==> config.mk <==
export PLATFORM = sky130hd
export DESIGN_NAME = pss_power_state_resolver
export DESIGN_NICKNAME = d
export VERILOG_FILES = /design/src/rtl/pss_pkg.sv /design/src/rtl/pss_predicates.sv /design/src/rtl/pss_resolver.sv /design/src/rtl/pss_power_state_resolver.sv
export SDC_FILE = /design/constraint.sdc
export NUM_CORES = 1
export LEC_CHECK = 0
export CORE_AREA = 5 5 42 44
export CTS_CLUSTER_SIZE = 30
export DETAILED_ROUTE_END_ITERATION = 7
export DIE_AREA = 0 0 47 49
export PLACE_DENSITY_LB_ADDON = 0.1
export SETUP_SLACK_MARGIN = 0.4
export SYNTH_ARGS = -nofsm -noshare
export SYNTH_HDL_FRONTEND = slang
export SYNTH_SLANG_ARGS = --single-unit
==> constraint.sdc <==
create_clock -name clk -period 2 [get_ports clk]
set_clock_uncertainty 0.15 [all_clocks]
set_input_delay 0.3 -clock clk [delete_from_list [all_inputs] [get_ports clk]]
set_output_delay 0.3 -clock clk [all_outputs]
set_load 0.05 [all_outputs]
==> src/rtl/pss_pkg.sv <==
package pss_pkg;

  localparam int unsigned RAIL_W = 2;
  localparam logic [RAIL_W-1:0] RAIL_OFF  = 2'b00;
  localparam logic [RAIL_W-1:0] RAIL_FULL = 2'b01;

  localparam int unsigned CODE_W = 3;

  typedef enum logic [CODE_W-1:0] {
    SUP_UNDEF = 3'd0,
    SUP_ERROR = 3'd1,
    SUP_OFF   = 3'd2,
    SUP_ON    = 3'd3,
    SUP_SLOW  = 3'd4,
    SUP_BOOST = 3'd5
  } sup_code_e;

  typedef enum logic [CODE_W-1:0] {
    DOM_UNDEF = 3'd0,
    DOM_ERROR = 3'd1,
    DOM_DOWN  = 3'd2,
    DOM_RET   = 3'd3,
    DOM_UP    = 3'd4,
    DOM_IDLE  = 3'd5,
    DOM_TURBO = 3'd6
  } dom_code_e;

  typedef enum logic [CODE_W-1:0] {
    LVL_NONE    = 3'd0,
    LVL_NORMAL  = 3'd1,
    LVL_ONCHG   = 3'd2,
    LVL_CORRUPT = 3'd3
  } sim_level_e;

  // Supply-set tree: local index 0 OFF, 1 ON, 2 SLOW, 3 BOOST
  localparam int unsigned SUP_N  = 4;
  localparam int unsigned SUP_IW = 2;
  localparam logic [SUP_N*SUP_IW-1:0] SUP_PARENT = {2'd1, 2'd1, 2'd1, 2'd0};

  // Domain tree: local index 0 DOWN, 1 RET, 2 UP, 3 IDLE, 4 TURBO
  localparam int unsigned DOM_N  = 5;
  localparam int unsigned DOM_IW = 3;
  localparam logic [DOM_N*DOM_IW-1:0] DOM_PARENT = {3'd2, 3'd2, 3'd2, 3'd0, 3'd0};

  // Local index + this offset = external state code
  localparam int unsigned CODE_OFS = 2;

endpackage

==> src/rtl/pss_predicates.sv <==
module pss_predicates
  import pss_pkg::*;
(
  input  logic [RAIL_W-1:0] pwr_rail,
  input  logic [RAIL_W-1:0] gnd_rail,
  input  logic              ret_on,
  input  logic              sleep,
  input  logic [1:0]        perf_mode,
  output logic [SUP_N-1:0]  sup_act,
  output logic [DOM_N-1:0]  dom_act
);

  logic rails_on, rails_off;

  always_comb begin
    rails_on  = (pwr_rail == RAIL_FULL) && (gnd_rail == RAIL_FULL);
    rails_off = (pwr_rail == RAIL_OFF)  || (gnd_rail == RAIL_OFF);

    sup_act[0] = rails_off;
    sup_act[1] = rails_on;
    sup_act[2] = rails_on && sleep;
    sup_act[3] = rails_on && perf_mode[1];

    // Domain predicates refer to supply predicates, not resolved states
    dom_act[0] = sup_act[0];
    dom_act[1] = sup_act[0] && ret_on;
    dom_act[2] = sup_act[1];
    dom_act[3] = sup_act[1] && sleep;
    dom_act[4] = sup_act[1] && (perf_mode == 2'b11);
  end

endmodule

==> src/rtl/pss_resolver.sv <==
module pss_resolver #(
  parameter int unsigned N  = 4,
  parameter int unsigned IW = (N > 1) ? $clog2(N) : 1,
  parameter logic [N*IW-1:0] PARENT = '0
) (
  input  logic [N-1:0]  act_i,
  output logic [IW-1:0] sel_o,
  output logic          err_o,
  output logic          undef_o
);

  localparam int unsigned DW = $clog2(N + 1);

  function automatic logic [IW-1:0] parent_of(input int unsigned idx);
    return PARENT[idx*IW +: IW];
  endfunction

  function automatic logic [DW-1:0] depth_of(input int unsigned idx);
    logic [DW-1:0] d;
    int unsigned   k;
    d = '0;
    k = idx;
    for (int s = 0; s < int'(N); s++) begin
      if (int'(parent_of(k)) != int'(k)) begin
        d = d + 1'b1;
        k = int'(parent_of(k));
      end
    end
    return d;
  endfunction

  // True when anc lies on the path from idx up to its root
  function automatic logic on_path(input int unsigned anc, input int unsigned idx);
    int unsigned k;
    logic        hit;
    k   = idx;
    hit = 1'b0;
    for (int s = 0; s <= int'(N); s++) begin
      if (k == anc) hit = 1'b1;
      k = int'(parent_of(k));
    end
    return hit;
  endfunction

  logic [N-1:0] fund_mask;

  generate
    for (genvar g = 0; g < int'(N); g++) begin : g_fund
      assign fund_mask[g] = (int'(PARENT[g*IW +: IW]) == g);
    end
  endgenerate

  always_comb begin
    logic [DW-1:0] best_d;
    logic          found;
    err_o   = 1'b0;
    undef_o = ~|(act_i & fund_mask);
    for (int i = 0; i < int'(N); i++) begin
      for (int j = i + 1; j < int'(N); j++) begin
        if (act_i[i] && act_i[j] &&
            !on_path(i, j) && !on_path(j, i))
          err_o = 1'b1;
      end
    end
    sel_o  = '0;
    best_d = '0;
    found  = 1'b0;
    for (int i = 0; i < int'(N); i++) begin
      if (act_i[i] && (!found || depth_of(i) > best_d)) begin
        sel_o  = IW'(i);
        best_d = depth_of(i);
        found  = 1'b1;
      end
    end
  end

endmodule

==> src/rtl/pss_power_state_resolver.sv <==
module pss_power_state_resolver
  import pss_pkg::*;
(
  input  logic              clk,
  input  logic              rst,
  input  logic [RAIL_W-1:0] pwr_rail,
  input  logic [RAIL_W-1:0] gnd_rail,
  input  logic              ret_on,
  input  logic              sleep,
  input  logic [1:0]        perf_mode,
  output logic [CODE_W-1:0] sup_state,
  output logic [CODE_W-1:0] dom_state,
  output logic [CODE_W-1:0] sup_level,
  output logic              err_flag
);

  logic [SUP_N-1:0]  sup_act;
  logic [DOM_N-1:0]  dom_act;
  logic [SUP_IW-1:0] sup_sel;
  logic [DOM_IW-1:0] dom_sel;
  logic              sup_err, sup_undef, dom_err, dom_undef;

  pss_predicates u_pred (
    .pwr_rail  (pwr_rail),
    .gnd_rail  (gnd_rail),
    .ret_on    (ret_on),
    .sleep     (sleep),
    .perf_mode (perf_mode),
    .sup_act   (sup_act),
    .dom_act   (dom_act)
  );

  pss_resolver #(.N(SUP_N), .IW(SUP_IW), .PARENT(SUP_PARENT)) u_sup_res (
    .act_i   (sup_act),
    .sel_o   (sup_sel),
    .err_o   (sup_err),
    .undef_o (sup_undef)
  );

  pss_resolver #(.N(DOM_N), .IW(DOM_IW), .PARENT(DOM_PARENT)) u_dom_res (
    .act_i   (dom_act),
    .sel_o   (dom_sel),
    .err_o   (dom_err),
    .undef_o (dom_undef)
  );

  logic [CODE_W-1:0] sup_nxt, dom_nxt, lvl_nxt;

  always_comb begin
    if (sup_undef)    sup_nxt = SUP_UNDEF;
    else if (sup_err) sup_nxt = SUP_ERROR;
    else              sup_nxt = CODE_W'(sup_sel) + CODE_W'(CODE_OFS);

    if (dom_undef)    dom_nxt = DOM_UNDEF;
    else if (dom_err) dom_nxt = DOM_ERROR;
    else              dom_nxt = CODE_W'(dom_sel) + CODE_W'(CODE_OFS);

    case (sup_nxt)
      SUP_ON, SUP_BOOST:     lvl_nxt = LVL_NORMAL;
      SUP_SLOW:              lvl_nxt = LVL_ONCHG;
      SUP_OFF, SUP_ERROR:    lvl_nxt = LVL_CORRUPT;
      default:               lvl_nxt = LVL_NONE;
    endcase
  end

  always_ff @(posedge clk) begin
    if (rst) begin
      sup_state <= SUP_UNDEF;
      dom_state <= DOM_UNDEF;
      sup_level <= LVL_NONE;
      err_flag  <= 1'b0;
    end else begin
      sup_state <= sup_nxt;
      dom_state <= dom_nxt;
      sup_level <= lvl_nxt;
      err_flag  <= (!sup_undef && sup_err) || (!dom_undef && dom_err);
    end
  end

  AST_ERR_FLAG_MATCH: assert property (@(posedge clk) disable iff (rst)
    err_flag == ((sup_state == SUP_ERROR) || (dom_state == DOM_ERROR)));

  AST_ERROR_CORRUPT: assert property (@(posedge clk) disable iff (rst)
    (sup_state == SUP_ERROR) |-> (sup_level == LVL_CORRUPT));

  AST_UNDEF_NO_LEVEL: assert property (@(posedge clk) disable iff (rst)
    (sup_state == SUP_UNDEF) |-> (sup_level == LVL_NONE));

  AST_REFINE_LEVEL: assert property (@(posedge clk) disable iff (rst)
    (sup_state == SUP_SLOW || sup_state == SUP_BOOST) |->
      (sup_level >= LVL_NORMAL));

  AST_DOM_UP_NEEDS_ON: assert property (@(posedge clk) disable iff (rst)
    (dom_state >= DOM_UP) |->
      (sup_state == SUP_ON || sup_state == SUP_SLOW ||
       sup_state == SUP_BOOST || sup_state == SUP_ERROR));

  AST_DOM_DOWN_NEEDS_OFF: assert property (@(posedge clk) disable iff (rst)
    (dom_state == DOM_DOWN || dom_state == DOM_RET) |->
      (sup_state == SUP_OFF));

  AST_DOM_UNDEF_FOLLOWS: assert property (@(posedge clk) disable iff (rst)
    (sup_state == SUP_UNDEF) |-> (dom_state == DOM_UNDEF));

endmodule

Word-level counts from Yosys, hierarchy flattened. Cells that the tools add are included.

Bits of input ports: 10. Flip-flop bits (word level): 10.

Reductions and logical operators: 39. Bitwise gates (word level): 1. Multiplexer cells: 71. Multiply operators: 8. $add $sub $neg: 13. Shifts and indexed selects: 11. Eq/ne operators: 19. Magnitude comparators: 4.

Operators by type and width (count): $mux 32 (19); $shiftx 15x33->3 const A (8); $mul 32x2->32 const B (8); $ne 4x32->1 (8); $shiftx 8x33->2 const A (3); $ne 3x32->1 (3); $mux 3 (31); $add 3x1->3 const B (11); $logic_and 1x1->1 (21); $mux 1 (18); $gt 1x3->1 const A (4); $reduce_or 2->1 (4); $eq 3x2->1 const B (2); $eq 3x3->1 const B (2); $logic_or 1x1->1 (6); $pmux 2 s3 (1); $logic_not 1->1 (5); $eq 2x1->1 const B (2); $logic_not 2->1 (2); $mux 2 (2); $add 2x2->3 const B (1); $add 3x2->3 const B (1); $eq 3x1->1 const B (1); $reduce_or 3->1 (1); other kinds (2) (2).

Depth between registers and ports, before layout. Gate-level depths: netlist of the first run.

Word-level depth: 58. Depth in mapped cells: 3. Depth with buffers taken out: 3.

By module. Synthesis of the first run repeated with hierarchy kept, for this count alone.

Cells, all modules: 56. Area, all modules: 469.2 um^2.

By module, submodules not included: pss_power_state_resolver (times used 1, cells each 27, area each 291.5 um^2); pss_predicates (times used 1, cells each 11, area each 83.8 um^2); pss_resolver at u_dom_res (times used 1, cells each 10, area each 51.3 um^2); pss_resolver at u_sup_res (times used 1, cells each 8, area each 42.5 um^2).

Least setup slack after synthesis of the first run. OpenSTA, ideal clock, no wires.

Kind: input to register. From: input sleep. To: register dom_state[1]. Stages on the path: 3. Required time: 1.783 ns. Path buffers: 1. Setup slack: 0.845 ns. Arrival time: 0.939 ns. Cells stage by stage: buf_2 or3_1 a21oi_2.

Word-level cells in the longest chain between the ends: 9.

Ends and longest elaborated chain: start, declared (RTL line pss_power_state_resolver.sv:9) `input logic sleep,`; $logic_and 1x1->1 * (RTL line pss_predicates.sv:28) `dom_act[3] = sup_act[1] && sleep;`; parallel branches: the longest is 8 deep, another holds $gt 1x3->1; end signal, assigned (RTL line pss_power_state_resolver.sv:74) `dom_state <= dom_nxt;`; end, declared (RTL line pss_power_state_resolver.sv:12) `output logic [CODE_W-1:0] dom_state,`.

Mark *: on every way between the ends. A chain may end at the register's enable or synchronous reset.

Worst setup path after layout of the first run.
From: register err_flag. To: output err_flag.

RTL lines: start, declared (RTL line pss_power_state_resolver.sv:14) `output logic err_flag`; start signal, assigned (RTL line pss_power_state_resolver.sv:76) `err_flag <= (!sup_undef && sup_err) || (!dom_undef && dom_err);`.

No word-level cell between the ends.

==> flow_summary.toml, run 1 <==
[status]
run_status = "complete, no violations"

[setup_path]
cp_data_arrival_time_ps = 1080
critPathSlowestCell = "dlygate4sd2_1"
critPathBufInv = 1
end_kind = "output port"
crit_path_start_kind = "flop"
crit_family = "buffers and inverters"
cp_cell_sequence = "dlygate4sd2_1"
critPathMaxFanout = 1
critPathRequiredTime_ps = 1550
cpPeakStageDelay_ps = 520
path_class = "reg2out"

[logic_synthesis]
ys_seq_elements = 9
netlist_instances = 36
synth_cell_type_count = 19
yosysWarnings = 0
yosysTopAreaCell = "dfxtp_1"
synth.avg_cell_area_sq_um = 9.45
yosys.area.top_type_share_pct = 52.9
syn-cell-area_sq_um = 340
ys_seq_area_share_pct = 52.9
synth_edf_count = 0
synthArstFlopShare_pct = 0
synth_area_leaders = "dfxtp_1 (53%), a21oi_1 (5.9%), nor2_1 (4.4%)"
syn_nets = 46
ys.flop_type = "dfxtp_1"

[power_and_ir_drop]
p_total_uw = 408
powerDensity_mw_per_mm2 = 752
ir_worst_vdd_v = 0.000217
p_leak_uw = 0.000245

[sta]
layout_worst_path_cycle_share_pct = 76.4
fmax_ghz = 0.654
rsz0062_at_grt = "no"
finalSetupTns_ps = 0
maxSlewViolCount = 0
fin_crit_ps = 1530
fin_hold_ws_ps = 447
final_hold_viol_count = 0
setup_violations = 0

[route]
top_layer_used = "met3"
wl_met1_um = 313
remaining_drc_errors = 0
drt_first_pass_iters = 2
drtIter0Drc = 8
wl_um = 741
wl_met2_um = 339
vias = 310
wire_per_inst_um = 10.3
ant_nets = 0
route.met3.wl_um = 88
vias_per_cell = 4.31

[floorplanning]
rows = 14
dieHeight_um = 49
fp.dieArea_sq_mm = 0.00230
coreArea_sq_mm = 0.00140
start_util_pct = 24.3
boundaryPins = 20
die_w_um = 47

[clock_tree]
tritoncts = "yes"
clk_pin_slew_worst_paths_ps = 60
holdBufCountCts = 0
cts_num_sinks = 9
cts_buffers = 3
post_cts.repair.setup_buffers = 0
cts-root-buf = "clkbuf_4"
clk_path_buf_depth = 2
h-tree-depth = 1

[worst_hold_path]
hp-class = "in2reg"

[cells_and_area]
fillers = 166
drive_above_1_share_pct = 12.5
diodes = 0
nets = 67
area_growth_syn_to_layout_pct = 59.6
fin_cells = 72
final_area_sq_um = 543

[global_routing]
overflow = 0
grt_usage_pct = 7.27
grt_max_degree = 9
grt_pass1_vias = 296
antenna_found_initial = 0
grt_pass1_wl_um = 1150

[place]
placed_cells = 68
place.gp.congestion = 0.726
place_area_sq_um = 528
io_buffers = 18

[run]
max_cap_violations = 0
power breakdown:
group	switching (uW)	total (uW)	internal, uW
Clock	59.8	136	76.7
Combinational	51.9	84.1	32.1
Sequential	1.20	188	187
Total	113	408	295
per-layer routing:
layer	up-vias	GRT usage [%]
li1	162	-
met1	134	7.96
met2	14	10.4
met3	0	3.32
met4	0	5.53
met5	-	0
cell usage in the layout, fill, tap and decap left out, types with 2 or more instances in the layout:
| cell type | count |
|---|---|
| dfxtp_1 | 9 |
| clkdlybuf4s50_1 | 9 |
| dlygate4sd2_1 | 9 |
| nor2_1 | 4 |
| a21oi_1 | 4 |
| nand2_1 | 3 |
| clkbuf_4 | 3 |
| a31oi_1 | 2 |
worst paths after layout:
path | startpoint | end | cells past startpoint
max | err_flag | err_flag | 1
min | ret_on | dom_state[0] | 3
logic make-up after synthesis:
kind of cell / count (synthesis) / synth area share, %
flip-flops: 9 / 52.9
other: 1 / 1.10
buffers and inverters: 3 / 4.78
AND/OR/NAND/NOR: 12 / 18.4
XOR/XNOR: 1 / 2.57
AO/OA/AOI/OAI: 10 / 20.2
sequential cells by signal, summed over array words and instances, names as in the netlist:
| register | count |
|---|---|
| err_flag | 1 |
| dom_state | 3 |
| sup_state | 3 |
| sup_level | 2 |
Yosys cell counts, drive strengths merged (2+ instances only):
| cell type | n |
|---|---|
| nor2 | 4 |
| nand2 | 3 |
| a31oi | 2 |
| buf | 2 |
| dfxtp | 9 |
| a21oi | 5 |
metrics by stage:
stage	worst slack [ps]	util [%]
after global placement	316	37.7
after global routing	409	38.8
final	471	38.8
after CTS	456	38.8
after floorplan	845	-
after detailed placement	304	37.7
layout make-up:
cell class              instances  area, sq um  area share [%]
clock buffers                   4         26.3            4.84
inverters                       1         3.75           0.691
multi-input cells              24          144            26.5
flip-flops and latches          9          180            33.2
well taps                      16         20.0            3.69
repair buffers                 18          169            31.1
repair_timing:
item | 4_1_cts | 5_1_grt
gates resized for setup | 9 | 0
endpoints found under the hold margin | 0 | 0
endpoints found under the setup margin | 9 | 0
(Power assumes the default switching activity.)
==> run 2: changes to the inputs <==
clock period = 1.25 ns   (was 2 ns; I/O delays follow)
==> run 2 against run 1 <==
Effect of this change:
- wire length rose by 17%
- final cell count rose by 8.3%
- worst hold slack got worse by 450 ps
- largest power group unchanged
- flip-flop and latch count did not move
- largest cell class is now non-clock buffers
- combinational power rose by 140%
==> flow_summary.toml, run 2 (synthesis gave the netlist of run 1 again) <==
[route]
wire_per_inst_um = 11.2
ant_nets = 0
drt_first_pass_iters = 2
vias = 355
drtIter0Drc = 3
wl_um = 870
vias_per_cell = 4.55
remaining_drc_errors = 0

[cells_and_area]
diodes = 0
nets = 73
regArea_sq_um = 191
fillers = 128
multi_input_area_sq_um = 209
final_area_sq_um = 758
final_cell_mix = "dfxtp_2 (9), buf_12 (9), buf_4 (8)"
biggestRegsByFlops = "dom_state (3), sup_state (3), sup_level (2)"
area_growth_syn_to_layout_pct = 123
drive_above_1_share_pct = 75.8

[sta]
fin_crit_ps = 1070
maxSlewViolCount = 0
fmax_ghz = 0.933
layout_setup_ws_ps = 179
final_hold_viol_count = 0
layout_worst_path_cycle_share_pct = 85.7
rsz0062_at_grt = "yes"
setup_violations = 0
finalSetupTns_ps = 0
fin_hold_ws_ps = 1.42

[global_routing]
grt_pass1_vias = 338
grt_max_degree = 7
antenna_found_initial = 0
grt_usage_pct = 8.83
overflow = 0
grt_pass1_wl_um = 1420

[place]
preCtsSetupSlack_ps = -322
place_area_sq_um = 673
place.gp.congestion = 0.804
io_buffers = 18

[floorplanning]
die_w_um = 47
start_util_pct = 24.3
rows = 14
boundaryPins = 20
fp.dieArea_sq_mm = 0.00230
dieHeight_um = 49
coreArea_sq_mm = 0.00140

[clock_tree]
holdBufCountCts = 0
cts_buffers = 3
post_cts.repair.setup_buffers = 0
clk_path_buf_depth = 2
cts_num_sinks = 9
cts-root-buf = "clkbuf_4"
clk_pin_slew_worst_paths_ps = 60
tritoncts = "yes"
h-tree-depth = 1

[setup_path]
crit_path_start_kind = "flop"
cp_cell_sequence = "buf_12"
critPathMaxFanout = 1
critPathRequiredTime_ps = 910
cp_data_arrival_time_ps = 730
critPathBufInv = 1
end_kind = "output port"
critPathSlowestCell = "dfxtp_2"
cpPeakStageDelay_ps = 340
crit_family = "flip-flops"
path_class = "reg2out"

[power_and_ir_drop]
p_total_uw = 732
ir_worst_vdd_v = 0.000547
powerDensity_mw_per_mm2 = 965
p_leak_uw = 0.000319

[status]
run_status = "complete, no violations"

[worst_hold_path]
min_to = "dom_state[2]"
min_path_cells = 2
hp-class = "in2reg"
worstHoldStart = "perf_mode[0]"

[run]
max_cap_violations = 0
## run 2: through the flow
stage | instances | util, %
finish | 78 | 54.1
global route | 78 | 54.1
CTS | 78 | 50.8
detailed placement | 74 | 48.0
global placement | 74 | 48.0
floorplan | 36 | -
## run 2: area by class of cell
| type | instances | share of cell area [%] |
|---|---|---|
| clock inverter | 1 | 0.660 |
| multi-input combinational | 24 | 27.6 |
| tap | 16 | 2.64 |
| clock buffer | 3 | 2.97 |
| timing repair buffer | 24 | 40.4 |
| sequential | 9 | 25.2 |
| inverter | 1 | 0.495 |
## run 2: routing by layer
metal	wire [um]	up-vias	share of wire (%)	track usage, %
li1	-	175	-	-
met4	18	0	2.1	5.53
met5	0	-	0	0
met1	286	163	33	9.11
met2	480	14	55	13.6
met3	84	3	9.7	4.43
## run 2: repair_timing
item                       CTS  global route
setup endpoints to repair   18            16
resized for setup           30            16
hold endpoints to repair     0             1
pin swaps                    5             6
## run 2: worst max-delay path by stage
stage,cells after the start,startpoint,end
5_1_grt,1,dom_state[0],dom_state[0]
3_3_place_gp,4,gnd_rail[1],dom_state[1]
3_5_place_dp,4,gnd_rail[1],dom_state[1]
6_report,1,sup_level[1],sup_level[1]
4_1_cts,1,dom_state[2],dom_state[2]
2_1_floorplan,3,pwr_rail[1],err_flag
## run 2: where the power goes
group	leakage [uW]	internal, uW	total (uW)	switching [uW]
sequential	0.0000773	301	310	9.16
combinational	0.000224	101	199	98.0
clock	0.0000177	118	223	105
total	0.000319	520	732	212
==> run 3: changes to the inputs <==
CELL_PAD_IN_SITES_DETAIL_PLACEMENT = 1   (was unset)
CELL_PAD_IN_SITES_GLOBAL_PLACEMENT = 1   (was unset)
CORE_AREA = unset   (was 5 5 42 44)
CORE_MARGIN = 5   (was unset)
CORE_UTILIZATION = 21   (was unset)
DIE_AREA = unset   (was 0 0 47 49)
==> run 3 against run 2 <==
Effect of this change:
- the run now ends with hold timing left
- highest routed layer is now met3
- clock-buffer cell count rose by 1
- critical endpoint is now sup_state[0]
- core utilization fell by 5.3 points
- fmax rose by 0.99%
- critical path type unchanged
- final cell count fell by 1.3%
- design area fell by 1.8%
==> flow_summary.toml, run 3 (synthesis gave the netlist of run 1 again) <==
[clock_tree]
clk_path_buf_depth = 2
cts_buffers = 3
h-tree-depth = 1
clk_pin_slew_worst_paths_ps = 60
holdBufCountCts = 0
cts_num_sinks = 9
post_cts.repair.setup_buffers = 0
cts-root-buf = "clkbuf_4"
tritoncts = "yes"

[setup_path]
critPathMaxFanout = 1
critPathBufInv = 1
crit_path_start_kind = "flop"
cp_cell_sequence = "buf_12"
cp_data_arrival_time_ps = 720
critPathRequiredTime_ps = 910
critPathSlowestCell = "dfxtp_2"
end_kind = "output port"
cpPeakStageDelay_ps = 340
crit_family = "flip-flops"
path_class = "reg2out"

[global_routing]
grt_max_degree = 7
grt_pass1_vias = 406
overflow = 0
grt_pass1_wl_um = 1730
grt_usage_pct = 8.99
antenna_found_initial = 0

[cells_and_area]
drive_above_1_share_pct = 77.0
nets = 72
final_area_sq_um = 744
fillers = 167
diodes = 0
final_util_pct = 48.9
area_growth_syn_to_layout_pct = 119
biggestRegsByFlops = "dom_state (3), sup_state (3), sup_level (2)"
final_cell_mix = "dfxtp_2 (9), buf_12 (9), buf_4 (6)"

[floorplanning]
coreArea_sq_mm = 0.00152
dieHeight_um = 50.3
start_util_pct = 22.3
rows = 14
fp.dieArea_sq_mm = 0.00253
die_w_um = 50.3
boundaryPins = 20

[route]
drt_first_pass_iters = 4
remaining_drc_errors = 0
drtIter0Drc = 5
ant_nets = 0
wire_per_inst_um = 12.5
vias = 347
vias_per_cell = 4.51
wl_um = 962

[place]
io_buffers = 18
place.gp.congestion = 0.757
hpwl_um = 821
place_area_sq_um = 666

[sta]
setup_violations = 0
fin_crit_ps = 1060
fin_hold_ws_ps = -10.8
fmax_ghz = 0.943
maxSlewViolCount = 0
layout_worst_path_cycle_share_pct = 84.9
final_hold_viol_count = 1
rsz0062_at_grt = "yes"

[power_and_ir_drop]
powerDensity_mw_per_mm2 = 978
ir_worst_vdd_v = 0.000344
p_leak_uw = 0.000314

[status]
run_status = "finished with violations"
violations = "hold timing"

[run]
max_cap_violations = 0

[worst_hold_path]
hp-class = "in2reg"
==> run 3: worst paths after layout <==
check	cells after the start	from	slack, ps	to
max	1	sup_state[0]	190	sup_state[0]
min	2	perf_mode[0]	-10	dom_state[2]
==> run 3: metal layers <==
| layer | up-vias | part of all wire (%) | track usage, % |
|---|---|---|---|
| li1 | 173 | - | - |
| met1 | 161 | 39 | 9.22 |
| met2 | 13 | 52 | 15.5 |
| met3 | 0 | 8.4 | 3.25 |
| met4 | 0 | 0 | 5.24 |
| met5 | - | 0 | 0 |
==> run 3: what timing repair did <==
item | CTS | global route
gates resized for setup | 32 | 17
setup endpoints to repair | 18 | 18
pin swaps | 9 | 3
endpoints found under the hold margin | 0 | 1
==> run 3: metrics by stage <==
stage                     hold WS (ps)  worst slack, ps  TNS (ps)  power, uW  instances
final                            -10.8              189         0        728         77
after floorplan                    102              281         0        394         36
after detailed placement           482             -306     -2450        502         73
after global placement             481             -276     -2160        497         73
after CTS                         87.8              170         0        729         77
after global routing             -8.31              158         0        765         77
==> run 3: where the power goes <==
| group | internal, uW | leakage [uW] | switching [uW] |
|---|---|---|---|
| logic | 101 | 0.000222 | 98.4 |
| registers | 301 | 0.0000773 | 9.06 |
| clock network | 123 | 0.0000150 | 95.4 |
| total | 525 | 0.000314 | 203 |
==> run 3: layout make-up <==
type,instances,area (sq um),share of cell area [%]
inverter,1,3.75,0.504
tap,16,20.0,2.69
clock buffer,4,26.3,3.53
sequential,9,191,25.7
multi-input combinational,24,205,27.6
timing repair buffer,23,298,40.0
